`config.mk`:
```
export PLATFORM = sky130hd
export DESIGN_NAME = tbase_timer
export DESIGN_NICKNAME = d
export VERILOG_FILES = /design/src/rtl/tbase_pkg.sv /design/src/rtl/tbase_prescale.sv /design/src/rtl/tbase_edge_fsm.sv /design/src/rtl/tbase_capture.sv /design/src/rtl/tbase_readport.sv /design/src/rtl/tbase_timer.sv
export SDC_FILE = /design/constraint.sdc
export NUM_CORES = 1
export LEC_CHECK = 0
export ABC_AREA = 1
export CAP_MARGIN = 20
export CORE_ASPECT_RATIO = 1.25
export CORE_MARGIN = 5
export CORE_UTILIZATION = 45
export CTS_BUF_LIST = sky130_fd_sc_hd__clkbuf_8
export DETAILED_ROUTE_END_ITERATION = 10
export DONT_BUFFER_PORTS = 1
export PLACE_DENSITY = 0.6
export SYNTH_ARGS = -nofsm -noshare
export SYNTH_HDL_FRONTEND = slang
export SYNTH_SLANG_ARGS = --single-unit
export TNS_END_PERCENT = 100
```
`constraint.sdc`:
```
create_clock -name clk -period 3.55 [get_ports clk]
set_input_delay 0.355 -clock clk [delete_from_list [all_inputs] [get_ports clk]]
set_output_delay 0.355 -clock clk [all_outputs]
set_load 0.01 [all_outputs]
```
`src/rtl/tbase_pkg.sv`:
```
package tbase_pkg;

    // Read address map: the high part of each pair sits at the even address
    typedef enum logic [1:0] {
        RA_LIVE_HI = 2'd0,
        RA_LIVE_LO = 2'd1,
        RA_CAP_HI  = 2'd2,
        RA_CAP_LO  = 2'd3
    } rd_addr_e;

    // Edge tracker states for one event line
    typedef enum logic {
        EV_IDLE   = 1'b0,
        EV_ACTIVE = 1'b1
    } ev_state_e;

endpackage

```
`src/rtl/tbase_prescale.sv`:
```
module tbase_prescale #(
    parameter int CNT_W = 32
) (
    input  logic             clk,
    input  logic             rst_n,
    input  logic             cnt_en,
    input  logic [CNT_W-1:0] pre_cmp,
    output logic [CNT_W-1:0] uc_o,
    output logic [CNT_W-1:0] frc_o
);

    logic [CNT_W-1:0] uc_q;
    logic [CNT_W-1:0] frc_q;
    logic             at_term;

    // Treating "at or above" as terminal keeps a lowered compare value from
    // letting the prescaler run all the way around.
    assign at_term = (uc_q >= pre_cmp);

    always_ff @(posedge clk or negedge rst_n) begin
        if (!rst_n) begin
            uc_q  <= '0;
            frc_q <= '0;
        end else if (cnt_en) begin
            if (at_term) begin
                uc_q  <= '0;
                frc_q <= frc_q + CNT_W'(1);
            end else begin
                uc_q  <= uc_q + CNT_W'(1);
            end
        end
    end

    assign uc_o  = uc_q;
    assign frc_o = frc_q;

endmodule

```
`src/rtl/tbase_edge_fsm.sv`:
```
module tbase_edge_fsm
    import tbase_pkg::*;
(
    input  logic clk,
    input  logic rst_n,
    input  logic evt_i,
    output logic rise_o
);

    ev_state_e state_q;
    ev_state_e state_d;

    // State register
    always_ff @(posedge clk or negedge rst_n) begin
        if (!rst_n) state_q <= EV_IDLE;
        else        state_q <= state_d;
    end

    // Transitions: T_RISE, T_FALL, T_STAY
    always_comb begin
        state_d = state_q;
        unique case (state_q)
            EV_IDLE:   if (evt_i)  state_d = EV_ACTIVE;
            EV_ACTIVE: if (!evt_i) state_d = EV_IDLE;
            default:   state_d = EV_IDLE;
        endcase
    end

    // Output: a pulse only on T_RISE
    always_comb begin
        rise_o = 1'b0;
        unique case (state_q)
            EV_IDLE:   rise_o = evt_i;
            EV_ACTIVE: rise_o = 1'b0;
            default:   rise_o = 1'b0;
        endcase
    end

endmodule

```
`src/rtl/tbase_capture.sv`:
```
module tbase_capture #(
    parameter int CNT_W = 32,
    parameter int SRC_N = 2,
    localparam int SEL_W = (SRC_N > 1) ? $clog2(SRC_N) : 1
) (
    input  logic             clk,
    input  logic             rst_n,
    input  logic [SEL_W-1:0] cap_sel,
    input  logic [SRC_N-1:0] cap_evt,
    input  logic [CNT_W-1:0] uc_i,
    input  logic [CNT_W-1:0] frc_i,
    output logic             pulse_o,
    output logic [CNT_W-1:0] cap_uc_o,
    output logic [CNT_W-1:0] cap_frc_o
);

    logic [SRC_N-1:0] rise;
    logic [CNT_W-1:0] cap_uc_q;
    logic [CNT_W-1:0] cap_frc_q;

    // One tracker per source, so changing the selection cannot fake an edge
    // on a line that was already high.
    for (genvar s = 0; s < SRC_N; s++) begin : g_src
        tbase_edge_fsm u_edge (
            .clk    (clk),
            .rst_n  (rst_n),
            .evt_i  (cap_evt[s]),
            .rise_o (rise[s])
        );
    end

    assign pulse_o = rise[cap_sel];

    always_ff @(posedge clk or negedge rst_n) begin
        if (!rst_n) begin
            cap_uc_q  <= '0;
            cap_frc_q <= '0;
        end else if (pulse_o) begin
            cap_uc_q  <= uc_i;
            cap_frc_q <= frc_i;
        end
    end

    assign cap_uc_o  = cap_uc_q;
    assign cap_frc_o = cap_frc_q;

endmodule

```
`src/rtl/tbase_readport.sv`:
```
module tbase_readport
    import tbase_pkg::*;
#(
    parameter int CNT_W = 32
) (
    input  logic             clk,
    input  logic             rst_n,
    input  logic             rd_en,
    input  logic [1:0]       rd_addr,
    input  logic [CNT_W-1:0] uc_i,
    input  logic [CNT_W-1:0] frc_i,
    input  logic [CNT_W-1:0] cap_uc_i,
    input  logic [CNT_W-1:0] cap_frc_i,
    output logic [CNT_W-1:0] rd_data
);

    logic [CNT_W-1:0] live_sh_q;
    logic [CNT_W-1:0] cap_sh_q;
    logic [CNT_W-1:0] rd_q;
    logic [CNT_W-1:0] rd_mux;

    always_comb begin
        rd_mux = '0;
        unique case (rd_addr)
            RA_LIVE_HI: rd_mux = frc_i;
            RA_LIVE_LO: rd_mux = live_sh_q;
            RA_CAP_HI:  rd_mux = cap_frc_i;
            RA_CAP_LO:  rd_mux = cap_sh_q;
            default:    rd_mux = '0;
        endcase
    end

    always_ff @(posedge clk or negedge rst_n) begin
        if (!rst_n) begin
            live_sh_q <= '0;
            cap_sh_q  <= '0;
            rd_q      <= '0;
        end else if (rd_en) begin
            rd_q <= rd_mux;
            if (rd_addr == RA_LIVE_HI) live_sh_q <= uc_i;
            if (rd_addr == RA_CAP_HI)  cap_sh_q  <= cap_uc_i;
        end
    end

    assign rd_data = rd_q;

endmodule

```
`src/rtl/tbase_timer.sv`:
```
module tbase_timer #(
    parameter int CNT_W = 32,
    parameter int SRC_N = 2,
    localparam int SEL_W = (SRC_N > 1) ? $clog2(SRC_N) : 1
) (
    input  logic             clk,
    input  logic             rst_n,
    input  logic             cnt_en,
    input  logic [CNT_W-1:0] pre_cmp,
    input  logic [SEL_W-1:0] cap_sel,
    input  logic [SRC_N-1:0] cap_evt,
    input  logic             rd_en,
    input  logic [1:0]       rd_addr,
    output logic [CNT_W-1:0] rd_data
);

    logic [CNT_W-1:0] uc;
    logic [CNT_W-1:0] frc;
    logic [CNT_W-1:0] cap_uc;
    logic [CNT_W-1:0] cap_frc;
    logic             cap_pulse;

    tbase_prescale #(.CNT_W(CNT_W)) u_cnt (
        .clk     (clk),
        .rst_n   (rst_n),
        .cnt_en  (cnt_en),
        .pre_cmp (pre_cmp),
        .uc_o    (uc),
        .frc_o   (frc)
    );

    tbase_capture #(.CNT_W(CNT_W), .SRC_N(SRC_N)) u_cap (
        .clk       (clk),
        .rst_n     (rst_n),
        .cap_sel   (cap_sel),
        .cap_evt   (cap_evt),
        .uc_i      (uc),
        .frc_i     (frc),
        .pulse_o   (cap_pulse),
        .cap_uc_o  (cap_uc),
        .cap_frc_o (cap_frc)
    );

    tbase_readport #(.CNT_W(CNT_W)) u_rd (
        .clk       (clk),
        .rst_n     (rst_n),
        .rd_en     (rd_en),
        .rd_addr   (rd_addr),
        .uc_i      (uc),
        .frc_i     (frc),
        .cap_uc_i  (cap_uc),
        .cap_frc_i (cap_frc),
        .rd_data   (rd_data)
    );

endmodule

```
==> qor.txt <==
Power per Cell Area: 547 nW/µm²
most used cell, CP: nand2_1
Critical path origin: u_cnt.uc_o[3]
FF-to-FF setup slack: 1.03 ns
Final Setup Violations: 0
mux cell area share after synthesis: 0.00292
Hold WS: -0.473 ns
clock root cell: clkbuf_8
vias: 9,248
sum of buffers and inverters on the critical path: 1
CP required: 3.94 ns
failing checks: negative hold slack
Die Ht: 189 µm
# Post-CTS Setup Buffers: 0
Yosys top cell area share: 0.490
mapped cell area: 11,600 µm²
Via-to-Cell Ratio: 5.26
CTS tree: built
Net Count, Synth: 1,485
clk sinks: 226
Storage cell area: 5660 µm²
FILL cells: 2,506
Worst setup SP type: register
chip width: 153 µm
Worst-Margin Slew: 0.935 ns
Hold Violations, Final: 226
placed instance area: 11,800 µm²
post-route ant nets: 0
Final period util: 0.709
GR Overflow Total: 0
cells along the critical path: ha_1 -> nand2_1 -> nor2_1 -> nand2_1 -> nand2_1 -> nor2_1 -> nand2_1 -> nand2_1 -> nand2_1 -> nand2_2 -> nand2_4 -> buf_4 -> a21oi_1
All-Layer GR Usage: 0.205
Synth Area in XOR/XNOR: 0.0235
setup TNS: 0 ns
Num CTS Buffers: 37
area of the multi-input gates: 4940 µm²
RSZ-0062 raised after global routing: false
Final Max Slew Viols: 0
CP top delay family: simple AND/OR/NAND/NOR gates
Longest Clk Path Bufs: 3
Avg Inst Size Synth: 8.19 µm²
IO buf count: 0
Gate Count Post-Synth: 1,410
share of layout cells above drive strength 1: 0.0899
Starting Density: 0.457
ys async rst share: 1.00
CTS resizes: 0
Max-Slew Margin vs Limit: 0.374
Final Critical Period: 2.52 ns
pin count of the biggest net entering global routing: 227
Residual DRC: 0
worst clock skew: 0.0161 ns
crit path DAT: 2.90 ns
Critical Path Sink: u_cnt.uc_o[11]
row count: 65
Adder-Cell Fraction of Synth Area: 0.0368
most common flop cell mapped by yosys: dfrtp_1
CP Class: reg2reg
Worst R2R Path Depth: 13
Stages on worst setup path: 13
status: finished, violations left
main combinational cell family by area after synthesis: simple AND/OR/NAND/NOR gates
drt wl/cell: 16.7 µm
register area share after synthesis: 0.490
Distinct cells, synth: 46
Peak Freq: 398 MHz
HPWL Detailed: 20,200 µm
Final Cell Area: 12,600 µm²
max_cap viols: 0
first-pass GRT wire length: 48,600 µm
Pleak: 5.90 nW
Hold Crit Class: in2async
crit-path max cell delay: 0.46 ns
Clock Latency Late Sink: 0.52 ns
clock-pin slew on the worst setup and hold paths: 0.07 ns
synth warn: 0
Hold Buf Count CTS: 4
DR pass1 iterations: 5
EDFF count, synth: 0
initial antenna violation count: 0
critical register-to-register path endpoint: u_cnt.uc_o[11]
Max VDD drop: 0.208 mV
Post-Route WL: 29,300 µm
CORE AREA: 25,300 µm²
largest area contributor in the netlist: dfrtp_1
antenna cells: 0
H-tree Lvls: 2
I/O pin total: 73
Area Overhead vs Synth: 9.34%
CP max-delay cell: dfrtp_1
Compound-Gate Fraction of Synth Area: 0.135
fin nets: 1,471
initial DRC count: 573
routability congestion estimate: 0.881
CP Capture Type: register
r2r startpoint: u_cnt.uc_o[3]
top cells by area, synth: dfrtp_1 (49%), nand2_1 (13%), o21ai_0 (8.2%), inv_1 (5.3%), ha_1 (3.7%)
Simple-Gate Fraction of Synth Area: 0.228
synthesized flop and latch total: 226
CP max FO: 48
vias in the first global route: 9,054
full die area: 29,000 µm²
where the power goes:
group	internal, mW	switching (mW)
Combinational	0.404	0.693
Clock	1.33	1.04
Sequential	3.02	0.431
state kept, by name (all words and copies together) (netlist names):
| signal | count |
|---|---|
| u_rd.live_sh_q | 32 |
| u_rd.rd_data | 32 |
| u_cnt.frc_o | 32 |
| u_cap.g_src.u_edge.state_q | 2 |
| u_cnt.uc_o | 32 |
| u_rd.cap_sh_q | 32 |
| u_cap.cap_uc_o | 32 |
| u_cap.cap_frc_o | 32 |
synth_stat cells, types with 3 or more instances:
| master | instances |
|---|---|
| inv_2 | 8 |
| o21ai_1 | 4 |
| a21oi_1 | 47 |
| dfrtp_1 | 226 |
| nand3_1 | 57 |
| nand2_2 | 8 |
| nor2_2 | 8 |
| inv_1 | 163 |
| xnor2_1 | 6 |
| clkbuf_1 | 43 |
| mux2_2 | 3 |
| nand2_1 | 391 |
| nor2_1 | 61 |
| nand4_1 | 22 |
| nand3b_1 | 3 |
| o21ai_0 | 189 |
| buf_6 | 4 |
| ha_1 | 34 |
| nand2_4 | 3 |
| buf_2 | 17 |
| a21oi_2 | 5 |
| a221oi_1 | 31 |
| nor3_1 | 16 |
| xor2_1 | 25 |
| nor3_2 | 10 |
| nor2_4 | 4 |
worst min-delay path by stage:
stage                from                  to  slack [ns]  depth (start not counted)
CTS                 rst_n   u_rd.live_sh_q[3]       -0.50                          0
floorplan           rst_n  u_cap.cap_frc_o[0]        0.06                          0
finish              rst_n     u_rd.rd_data[8]       -0.47                          0
global route        rst_n     u_rd.rd_data[8]       -0.50                          0
detailed placement  rst_n     u_rd.rd_data[8]        0.07                          0
global placement    rst_n     u_rd.rd_data[8]        0.07                          0
per-stage QoR:
step / utilization / hold WS (ns) / cells / power [mW] / setup slack (ns)
finish: 0.499 / -0.473 / 1759 / 6.91 / 1.03
global route: 0.499 / -0.501 / 1759 / 7.34 / 0.779
CTS: 0.499 / -0.497 / 1758 / 6.97 / 1.00
detailed placement: 0.466 / 0.0718 / 1687 / 4.57 / 1.02
global placement: 0.466 / 0.0720 / 1687 / 4.52 / 1.07
floorplan: - / 0.0594 / 1410 / 4.20 / 1.78
layout make-up:
type,count,area share
sequential,226,0.448
timing repair buffer,15,0.0141
tap,335,0.0332
inverter,174,0.0523
clock inverter,24,0.0145
multi-input combinational,942,0.391
clock buffer,43,0.0469
routing by layer:
metal / routed length, µm / GRT usage
met5: 0 / 0
met4: 751 / 0.0641
met3: 1680 / 0.0345
met2: 13200 / 0.317
met1: 13700 / 0.296
cells in the final DEF, fill, tap and decap left out, types with 22 or more instances in the layout:
master	Yosys	layout
ha_1	34	34
dfrtp_1	226	226
inv_1	163	177
a221oi_1	31	31
a21oi_1	47	47
nand2_1	391	389
nand4_1	22	22
o21ai_0	189	188
clkbuf_8	1	43
nand3_1	57	57
xor2_1	25	25
nor2_1	61	59
kinds of logic after synthesis:
logic type,count (synthesis)
simple gates,593
compound gates,281
buf+inv,242
flops,226
fa+ha+maj,34
xor+xnor,31
mux,3
worst register-to-register path, cell delays in order (launching register included):
cell     delay [ns]
dfrtp_1        0.46
ha_1           0.33
nand2_1        0.07
nor2_1         0.11
nand2_1        0.06
nand2_1        0.05
nor2_1         0.03
nand2_1        0.08
nand2_1        0.06
nand2_1        0.10
nand2_2        0.08
nand2_4        0.43
buf_4          0.39
a21oi_1        0.12
(Power assumes the default switching activity.)
